<file path="src/rtl/ac97_cmd_pkg.sv">
package ac97_cmd_pkg;

    localparam int SLOT_W   = 20;
    localparam int REG_AW   = 7;
    localparam int REG_DW   = 16;
    localparam int SEL_W    = 2;
    localparam int HOST_AW  = 3;
    localparam int ADDR_LSB = 12;
    localparam int DATA_LSB = 4;
    localparam int NSLOT    = 2;

    typedef enum logic [HOST_AW-1:0] {
        HR_CTRL = 3'd0,
        HR_TX1  = 3'd1,
        HR_TX2  = 3'd2,
        HR_RX1  = 3'd3,
        HR_RX2  = 3'd4,
        HR_STAT = 3'd5,
        HR_RST  = 3'd6,
        HR_NONE = 3'd7
    } host_reg_e;

    typedef struct packed {
        logic [SEL_W-1:0] sel;
        logic             rx2_en;
        logic             rx1_en;
        logic             tx2_en;
        logic             tx1_en;
        logic             glob_en;
    } ctrl_t;

    localparam int CTRL_W = $bits(ctrl_t);

    typedef struct packed {
        logic       match;
        logic [1:0] valid;
        logic [1:0] busy;
    } status_t;

    function automatic logic [REG_DW-1:0] rx_result(
        input logic               hit,
        input logic [SLOT_W-1:0]  word
    );
        return hit ? word[DATA_LSB +: REG_DW] : {REG_DW{1'b1}};
    endfunction

endpackage

</file>
<file path="src/rtl/ac97_ctrl_regs.sv">
module ac97_ctrl_regs
    import ac97_cmd_pkg::*;
(
    input  logic                clk,
    input  logic                rst,
    input  logic                wr_ctrl,
    input  logic                wr_reset,
    input  logic [CTRL_W-1:0]   wdata,
    output ctrl_t               ctrl,
    output logic                codec_rst_n
);

    ctrl_t ctrl_q;
    logic  rel_q;

    always_ff @(posedge clk) begin
        if (rst) begin
            ctrl_q <= '0;
            rel_q  <= 1'b0;
        end else begin
            if (wr_ctrl)
                ctrl_q <= ctrl_t'(wdata);
            if (wr_reset)
                rel_q <= wdata[0];
        end
    end

    assign ctrl        = ctrl_q;
    assign codec_rst_n = rel_q;

endmodule

</file>
<file path="src/rtl/ac97_tx_path.sv">
module ac97_tx_path #(
    parameter int SLOT_W = 20,
    parameter int NSLOT  = 2
) (
    input  logic                          clk,
    input  logic                          rst,
    input  logic                          flush,
    input  logic                          frame_start,
    input  logic [NSLOT-1:0]              en,
    input  logic [NSLOT-1:0]              wr,
    input  logic [SLOT_W-1:0]             wdata,
    output logic [NSLOT-1:0]              busy,
    output logic [NSLOT-1:0]              tag,
    output logic [NSLOT-1:0][SLOT_W-1:0]  slot_out
);

    logic [NSLOT-1:0] send;

    // slot 0 leads; every later slot rides only with the frame that sends slot 0
    always_comb begin
        send[0] = frame_start & busy[0] & en[0];
        for (int k = 1; k < NSLOT; k++)
            send[k] = send[0] & busy[k] & en[k];
    end

    for (genvar i = 0; i < NSLOT; i++) begin : g_slot
        logic [SLOT_W-1:0] hold_q;
        logic [SLOT_W-1:0] out_q;
        logic              busy_q;
        logic              tag_q;

        always_ff @(posedge clk) begin
            if (rst) begin
                hold_q <= '0;
                out_q  <= '0;
                busy_q <= 1'b0;
                tag_q  <= 1'b0;
            end else begin
                if (wr[i])
                    hold_q <= wdata;
                if (flush)
                    busy_q <= 1'b0;
                else if (wr[i])
                    busy_q <= 1'b1;
                else if (send[i])
                    busy_q <= 1'b0;
                if (frame_start) begin
                    tag_q <= send[i];
                    out_q <= send[i] ? hold_q : '0;
                end
            end
        end

        assign busy[i]     = busy_q;
        assign tag[i]      = tag_q;
        assign slot_out[i] = out_q;
    end

endmodule

</file>
<file path="src/rtl/ac97_rx_path.sv">
module ac97_rx_path #(
    parameter int SLOT_W   = 20,
    parameter int NSLOT    = 2,
    parameter int REG_AW   = 7,
    parameter int ADDR_LSB = 12
) (
    input  logic                          clk,
    input  logic                          rst,
    input  logic                          flush,
    input  logic                          strobe,
    input  logic [NSLOT-1:0]              en,
    input  logic [NSLOT-1:0]              tag,
    input  logic [NSLOT-1:0][SLOT_W-1:0]  din,
    input  logic [NSLOT-1:0]              rd_clr,
    input  logic                          req_wr,
    input  logic [REG_AW-1:0]             req_addr,
    output logic [NSLOT-1:0]              valid,
    output logic [NSLOT-1:0][SLOT_W-1:0]  word,
    output logic                          match
);

    logic [NSLOT-1:0]  cap;
    logic [REG_AW-1:0] req_q;
    logic              match_q;

    assign cap = {NSLOT{strobe}} & tag & en;

    for (genvar i = 0; i < NSLOT; i++) begin : g_slot
        logic [SLOT_W-1:0] word_q;
        logic              valid_q;

        always_ff @(posedge clk) begin
            if (rst) begin
                word_q  <= '0;
                valid_q <= 1'b0;
            end else begin
                if (cap[i])
                    word_q <= din[i];
                if (flush)
                    valid_q <= 1'b0;
                else if (cap[i])
                    valid_q <= 1'b1;
                else if (rd_clr[i])
                    valid_q <= 1'b0;
            end
        end

        assign word[i]  = word_q;
        assign valid[i] = valid_q;
    end

    always_ff @(posedge clk) begin
        if (rst) begin
            req_q   <= '0;
            match_q <= 1'b0;
        end else begin
            if (req_wr)
                req_q <= req_addr;
            if (flush)
                match_q <= 1'b0;
            else if (cap[0])
                match_q <= (din[0][ADDR_LSB +: REG_AW] == req_q);
        end
    end

    assign match = match_q;

endmodule

</file>
<file path="src/rtl/ac97_cmd_engine.sv">
module ac97_cmd_engine
    import ac97_cmd_pkg::*;
#(
    parameter int W_SLOT = SLOT_W,
    parameter int W_HADR = HOST_AW
) (
    input  logic              clk,
    input  logic              rst,
    input  logic              host_wr,
    input  logic              host_rd,
    input  logic [W_HADR-1:0] host_addr,
    input  logic [W_SLOT-1:0] host_wdata,
    output logic [W_SLOT-1:0] host_rdata,
    input  logic              frame_start,
    output logic [1:0]        tx_tag,
    output logic [W_SLOT-1:0] tx_slot1,
    output logic [W_SLOT-1:0] tx_slot2,
    input  logic              rx_strobe,
    input  logic [1:0]        rx_tag,
    input  logic [W_SLOT-1:0] rx_slot1,
    input  logic [W_SLOT-1:0] rx_slot2,
    output logic [SEL_W-1:0]  codec_sel,
    output logic              codec_rst_n
);

    localparam int STAT_W = $bits(status_t);

    host_reg_e                        hreg;
    ctrl_t                            ctrl;
    logic                             flush;
    logic [NSLOT-1:0]                 tx_wr;
    logic [NSLOT-1:0]                 tx_en;
    logic [NSLOT-1:0]                 rx_en;
    logic [NSLOT-1:0]                 rd_clr;
    logic [NSLOT-1:0]                 tx_busy;
    logic [NSLOT-1:0]                 rx_valid;
    logic [NSLOT-1:0][W_SLOT-1:0]     tx_words;
    logic [NSLOT-1:0][W_SLOT-1:0]     rx_words;
    logic                             echo_match;
    status_t                          stat;

    always_comb begin
        case (host_addr)
            3'd0:    hreg = HR_CTRL;
            3'd1:    hreg = HR_TX1;
            3'd2:    hreg = HR_TX2;
            3'd3:    hreg = HR_RX1;
            3'd4:    hreg = HR_RX2;
            3'd5:    hreg = HR_STAT;
            3'd6:    hreg = HR_RST;
            default: hreg = HR_NONE;
        endcase
    end

    assign flush  = ~ctrl.glob_en;
    assign tx_wr  = {host_wr & (hreg == HR_TX2), host_wr & (hreg == HR_TX1)};
    assign tx_en  = {ctrl.tx2_en, ctrl.tx1_en} & {NSLOT{ctrl.glob_en}};
    assign rx_en  = {ctrl.rx2_en, ctrl.rx1_en} & {NSLOT{ctrl.glob_en}};
    assign rd_clr = {host_rd & (hreg == HR_RX2), host_rd & (hreg == HR_RX1)};

    ac97_ctrl_regs u_ctrl (
        .clk         (clk),
        .rst         (rst),
        .wr_ctrl     (host_wr & (hreg == HR_CTRL)),
        .wr_reset    (host_wr & (hreg == HR_RST)),
        .wdata       (host_wdata[CTRL_W-1:0]),
        .ctrl        (ctrl),
        .codec_rst_n (codec_rst_n)
    );

    ac97_tx_path #(
        .SLOT_W (W_SLOT),
        .NSLOT  (NSLOT)
    ) u_tx (
        .clk         (clk),
        .rst         (rst),
        .flush       (flush),
        .frame_start (frame_start),
        .en          (tx_en),
        .wr          (tx_wr),
        .wdata       (host_wdata),
        .busy        (tx_busy),
        .tag         (tx_tag),
        .slot_out    (tx_words)
    );

    ac97_rx_path #(
        .SLOT_W   (W_SLOT),
        .NSLOT    (NSLOT),
        .REG_AW   (REG_AW),
        .ADDR_LSB (ADDR_LSB)
    ) u_rx (
        .clk      (clk),
        .rst      (rst),
        .flush    (flush),
        .strobe   (rx_strobe),
        .en       (rx_en),
        .tag      (rx_tag),
        .din      ({rx_slot2, rx_slot1}),
        .rd_clr   (rd_clr),
        .req_wr   (tx_wr[0]),
        .req_addr (host_wdata[ADDR_LSB +: REG_AW]),
        .valid    (rx_valid),
        .word     (rx_words),
        .match    (echo_match)
    );

    assign tx_slot1  = tx_words[0];
    assign tx_slot2  = tx_words[1];
    assign codec_sel = ctrl.sel;

    always_comb begin
        stat.match = echo_match;
        stat.valid = rx_valid;
        stat.busy  = tx_busy;
    end

    always_comb begin
        host_rdata = '0;
        case (hreg)
            HR_CTRL: host_rdata = W_SLOT'(ctrl);
            HR_RX1:  host_rdata = rx_words[0];
            HR_RX2:  host_rdata = W_SLOT'(rx_result(echo_match, rx_words[1]));
            HR_STAT: host_rdata = W_SLOT'(stat);
            HR_RST:  host_rdata = W_SLOT'(codec_rst_n);
            default: host_rdata = '0;
        endcase
    end

    logic unused_stat_w;
    assign unused_stat_w = (STAT_W == 0);

endmodule

</file>
<file path="config.mk">
export PLATFORM = sky130hd
export DESIGN_NAME = ac97_cmd_engine
export DESIGN_NICKNAME = d
export VERILOG_FILES = /design/src/rtl/ac97_cmd_pkg.sv /design/src/rtl/ac97_ctrl_regs.sv /design/src/rtl/ac97_tx_path.sv /design/src/rtl/ac97_rx_path.sv /design/src/rtl/ac97_cmd_engine.sv
export SDC_FILE = /design/constraint.sdc
export NUM_CORES = 1
export LEC_CHECK = 0
export ABC_AREA = 1
export BUFFER_PORTS_ARGS = -buffer_cell sky130_fd_sc_hd__buf_2
export CORE_ASPECT_RATIO = 0.75
export CORE_MARGIN = 4
export CORE_UTILIZATION = 43
export CTS_CLUSTER_DIAMETER = 80
export DETAILED_ROUTE_END_ITERATION = 7
export HOLD_SLACK_MARGIN = 0.15
export PLACE_DENSITY_LB_ADDON = 0.12
export REMOVE_ABC_BUFFERS = 1
export SKIP_LAST_GASP = 1
export SLEW_MARGIN = 10
export SYNTH_ARGS = -nofsm -noshare
export SYNTH_HDL_FRONTEND = slang
export SYNTH_HIERARCHICAL = 1
export SYNTH_SLANG_ARGS = --single-unit
</file>
<file path="constraint.sdc">
create_clock -name clk -period 4.6 [get_ports clk]
set_input_delay 0.46 -clock clk [delete_from_list [all_inputs] [get_ports clk]]
set_output_delay 0.46 -clock clk [all_outputs]
set_load 0.1 [all_outputs]
</file>
==> results of run 1 <==
==> critical path: stages <==
cell and delay [ns]:
buf_2 0.20, inv_2 0.14, nand2_2 0.09, nor2_4 0.36, o21ai_1 0.12, o21ai_1 0.10, buf_2 0.45
==> how the worst max path moves through the flow <==
stage	from	to	depth (start not counted)
2_1_floorplan	host_addr[2]	host_rdata[10]	3
3_3_place_gp	host_addr[1]	host_rdata[12]	7
4_1_cts	host_addr[1]	host_rdata[12]	7
5_1_grt	host_addr[1]	host_rdata[12]	7
6_report	host_addr[1]	host_rdata[12]	7
3_5_place_dp	host_addr[1]	host_rdata[12]	7
==> area by class of cell <==
class                      instances  share of cell area
tap                              166              0.0305
inverter                          71              0.0395
sequential                       138               0.406
clock inverter                    15              0.0279
timing repair buffer             134              0.0996
multi-input combinational        501               0.334
clock buffer                      17              0.0625
==> metrics by stage <==
step           utilization  total power [mW]  instance area, um2  hold WS [ns]  instances
4_1_cts              0.544              2.84                6810         0.260       1042
6_report             0.544              2.82                6810         0.274       1042
3_3_place_gp         0.495              1.43                6190         0.435       1010
2_1_floorplan            -              1.36                5300         0.421        710
3_5_place_dp         0.495              1.44                6190         0.436       1010
5_1_grt              0.544              2.92                6810         0.275       1042
==> layout by cell type (no fill, tap or decap), types with 10 or more instances in the layout <==
cell type / count
o21ai_0: 82
inv_1: 65
o21ai_2: 10
a21oi_1: 70
dfxtp_1: 138
buf_2: 131
clkbuf_16: 17
nor2_1: 147
o21ai_1: 11
nand4_1: 17
nand2_1: 135
==> flip-flops by register name, indices dropped and copies added, names as in the netlist <==
| signal | cells |
|---|---|
| u_ctrl/codec_rst_n | 1 |
| u_rx/req_q | 7 |
| u_tx/g_slot.hold_q | 40 |
| u_tx/g_slot.tag_q | 2 |
| u_rx/g_slot.valid_q | 2 |
| u_tx/g_slot.busy_q | 2 |
| u_tx/g_slot.out_q | 40 |
| u_rx/match | 1 |
| u_rx/g_slot.word_q | 36 |
| u_ctrl/ctrl | 7 |
==> metal layers <==
metal	part of all wire	global-route usage
met1	0.46	0.264
met2	0.47	0.328
met3	0.063	0.0499
met4	0.0092	0.0595
met5	0.00086	0
==> power by group through the flow <==
stage	combinational (mW)	sequential [mW]	clock, mW
6_report	0.189	1.22	1.41
5_1_grt	0.207	1.22	1.49
4_1_cts	0.189	1.22	1.43
3_5_place_dp	0.188	1.25	0
3_3_place_gp	0.185	1.25	0
2_1_floorplan	0.105	1.25	0
==> results.toml, run 1 <==
[floorplan]
initial_core_util = 0.447
fp-row-count = 35
io_pins = 136
die_x_um = 140
die_h_um = 107
die_area_mm2 = 0.0149
core_mm2 = 0.0125

[clocking]
postCtsSetupBuffers = 0
clock_path_buffers = 2
cts.clk_slew.worst_paths_ns = 0.06
cts_buffers = 17
insertion_delay_ns = 0.41
clock-sinks = 138
ctsHtreeMaxLevel = 4
cts-root-buf = "clkbuf_16"
cts_hold_buf = 0
cts_tree = "yes"
post_cts_resized = 0

[sta]
tightest_slew_ns = 1.14
period_needed_ns = 2.41
period_share = 0.525
finalSetupViolCount = 0
rsz0062_at_grt = "false"
tns_ns = 0
clock_skew_ns = 0.00992
max_freq_ghz = 0.414
report.final.slew_viol_count = 0
final-hold-violation-count = 0
worst_slew_margin_rel = 0.240
setup_slack_ns = 2.19

[route]
vias = 5195
totalWireLength_mm = 15.0
drc = 0
viasPerCell = 4.99
first_pass_iters = 5
wl_per_cell_um = 14.4
drt_iter0_drc = 353
postRouteAntennaNets = 0

[min_path]
whs_endpoint = "u_rx/g_slot[0].word_q[4]$_SDFFE_PP0P_"
worstHoldPathType = "in2reg"
worstHoldPathCells = 3
hold_path.startpoint = "rx_slot1[4]"

[placement]
portBuffers = 131
dp.final_hpwl_mm = 9.80
post-place-ws_ns = 2.20
gp_congestion = 0.812

[worst_setup_path]
r2r_slack_ns = 2.51
r2r_end = "u_rx/g_slot[1].word_q[7]$_SDFFE_PP0P_"
cp.required_ns = 4.14
cp-start-kind = "primary input"
cp_data_arrival_time_ns = 1.95
critPathCaptureType = "primary output"
r2r_start = "u_ctrl/ctrl[0]$_SDFFE_PP0P_"
crit_type = "in2out"
crit_fanout = 15
reg2reg_depth = 5

[power_and_ir_drop]
p_comb_frac = 0.067
leakage_nw = 2.99
p_int_mw = 2.12
power.density_mw_per_mm2 = 415
p_seq_frac = 0.433
switching_power_mw = 0.699
peakVddDrop_mv = 0.252
switching_share = 0.248
p_clk_frac = 0.500

[synthesis]
synth_cells = 762
synth_warnings = 6
avgSynthCellArea_um2 = 7.35
syn_area_mm2 = 0.00560

[final_layout]
nets = 934
layout-drive-gt1-share = 0.224
regArea_mm2 = 0.00276
multiInputGateArea_mm2 = 0.00228
diodes = 0
area_delta_synth_final_pct = 21.6
final.fill_count = 1250

[global_route]
grt_max_degree = 44
gr-total-overflow = 0
grt_pass1_vias = 5091
antenna_found_initial = 1
grt_pass1_wl_mm = 24.6
grtUsageTotal = 0.201

[flow_run]
maxCapViolCount = 0

[outcome]
status = "finished, final reports clean"
Power figures use the tool's default switching activity.
==> run 2: changes to the inputs <==
Clock period 4.6 ns to 2.4 ns, I/O delays scaled along.
==> run 2 against run 1 <==
  * Final cell count rose by 6.0%
  * Clock power is 87% higher
  * Routed wire length is 0.78% lower
  * Sequential cell count unchanged
  * Non-clock buffer count grew 62
  * Clock skew up 0.0024 ns
  * Register-to-register slack worse by 1.7 ns
  * Critical path type is now reg2out
  * Setup slack worse by 1.8 ns
==> results.toml, run 2 (same netlist as run 1, synthesis figures left out) <==
[floorplan]
fp-row-count = 35
die_area_mm2 = 0.0149
io_pins = 136
die_x_um = 140
core_mm2 = 0.0125
initial_core_util = 0.447
die_h_um = 107

[power_and_ir_drop]
power.density_mw_per_mm2 = 729
leakage_nw = 3.23
peakVddDrop_mv = 0.619
p_total_mw = 5.40

[final_layout]
layout_common_cells = "147 x nor2_1, 138 x dfxtp_1, 135 x nand2_1, 131 x buf_2, 82 x o21ai_0"
reg_top3 = "u_tx/g_slot.hold_q: 40 flops, u_tx/g_slot.out_q: 40 flops, u_rx/g_slot.word_q: 36 flops"
final_core_util = 0.591
layout-drive-gt1-share = 0.214
diodes = 0
nets = 996
final_cell_area_mm2 = 0.00740
final_common_cell = "nor2_1"
area_delta_synth_final_pct = 32.2

[sta]
worst_slew_margin_rel = 0.219
period_needed_ns = 2.06
period_share = 0.858
tightest_slew_ns = 1.16
tns_ns = 0
finalSetupViolCount = 0
rsz0062_at_grt = "false"
final-hold-violation-count = 0
max_freq_ghz = 0.486
report.final.slew_viol_count = 0
clock_skew_ns = 0.0123
whs_ns = 0.222

[global_route]
gr-total-overflow = 0
grt_pass1_vias = 5164
grtUsageTotal = 0.199
grt_pass1_wl_mm = 24.5
antenna_found_initial = 0
grt_max_degree = 44

[route]
postRouteAntennaNets = 0
vias = 5349
viasPerCell = 4.85
wl_per_cell_um = 13.5
totalWireLength_mm = 14.9
first_pass_iters = 5
drt_iter0_drc = 383
drc = 0

[flow_run]
maxCapViolCount = 0

[min_path]
hold_path.startpoint = "rst"
worstHoldPathType = "in2reg"

[worst_setup_path]
crit_type = "reg2out"
r2r_slack_ns = 0.81
cp_data_arrival_time_ns = 1.82
critPathCaptureType = "primary output"
critPathLaunch = "u_rx/match$_SDFFE_PP0P_"
crit_fanout = 14
cp.required_ns = 2.16
r2r_start = "u_ctrl/ctrl[0]$_SDFFE_PP0P_"
cp-start-kind = "flip-flop"

[clocking]
insertion_delay_ns = 0.41
cts.clk_slew.worst_paths_ns = 0.05
cts_buffers = 17
ctsHtreeMaxLevel = 4
cts_tree = "yes"
clock_path_buffers = 2
cts-root-buf = "clkbuf_16"
clock-sinks = 138

[placement]
placed_cell_area_mm2 = 0.00624
dp.final_hpwl_mm = 10.0
gp_congestion = 0.815
portBuffers = 131

[outcome]
status = "finished, final reports clean"
-- run 2: cell types whose count changed in the layout (fill, tap and decap cells not counted), sizes merged --
cell / change
dlygate4sd3: +56
buf: +6
clkinvlp: +6
clkinv: -5
clkbuf: +3
inv: -3
bufinv: -1
-- run 2: where the power goes --
part / internal (mW) / total [mW] / switching, mW / leakage, nW
Sequential: 2.32 / 2.34 / 0.0174 / 1.12
Combinational: 0.154 / 0.432 / 0.278 / 1.84
Clock: 1.62 / 2.63 / 1.01 / 0.274
-- run 2: metrics by stage --
stage | setup slack, ns | std cells
global route | 0.254 | 1104
detailed placement | 0.450 | 1016
floorplan | 0.0211 | 710
CTS | 0.330 | 1104
finish | 0.340 | 1104
global placement | 0.456 | 1016
-- run 2: metal layers --
layer,up-vias,GRT usage,share of wire
met4,0,0.0581,0.0080
met3,9,0.0406,0.053
met1,2455,0.272,0.48
met5,-,0,0
li1,2746,-,-
met2,139,0.322,0.46
-- run 2: what timing repair did --
| action | 4_1_cts | 5_1_grt |
|---|---|---|
| resized for setup | 0 | 0 |
| hold buffers | 56 | 0 |
| setup buffers | 0 | 0 |
| setup endpoints to repair | 0 | 0 |
| endpoints found under the hold margin | 79 | 0 |
-- run 2: worst paths after layout --
| kind | endpoint | cells after the start |
|---|---|---|
| hold / removal | u_tx/g_slot[1].busy_q$_SDFFE_PP0P_ | 3 |
| hold reg to reg | u_rx/g_slot[1].word_q[6]$_SDFFE_PP0P_ | 2 |
| setup reg to reg | u_tx/g_slot[0].out_q[7]$_SDFFE_PP0P_ | 7 |
| setup / recovery | host_rdata[4] | 5 |
-- run 2: final cells by class --
cell class	instances	area, um2
repair buffers	196	1280
clock inverters	12	139
inverters	71	269
flip-flops and latches	138	2760
multi-input cells	501	2280
clock buffers	20	467
well taps	166	208
fillers	1217	5120
-- run 2: critical path, stage by stage, from the launching register on --
cell and delay, ns:
dfxtp_1 0.37, inv_2 0.29, or2_2 0.17, nand2_1 0.05, nand4_1 0.10, buf_2 0.44
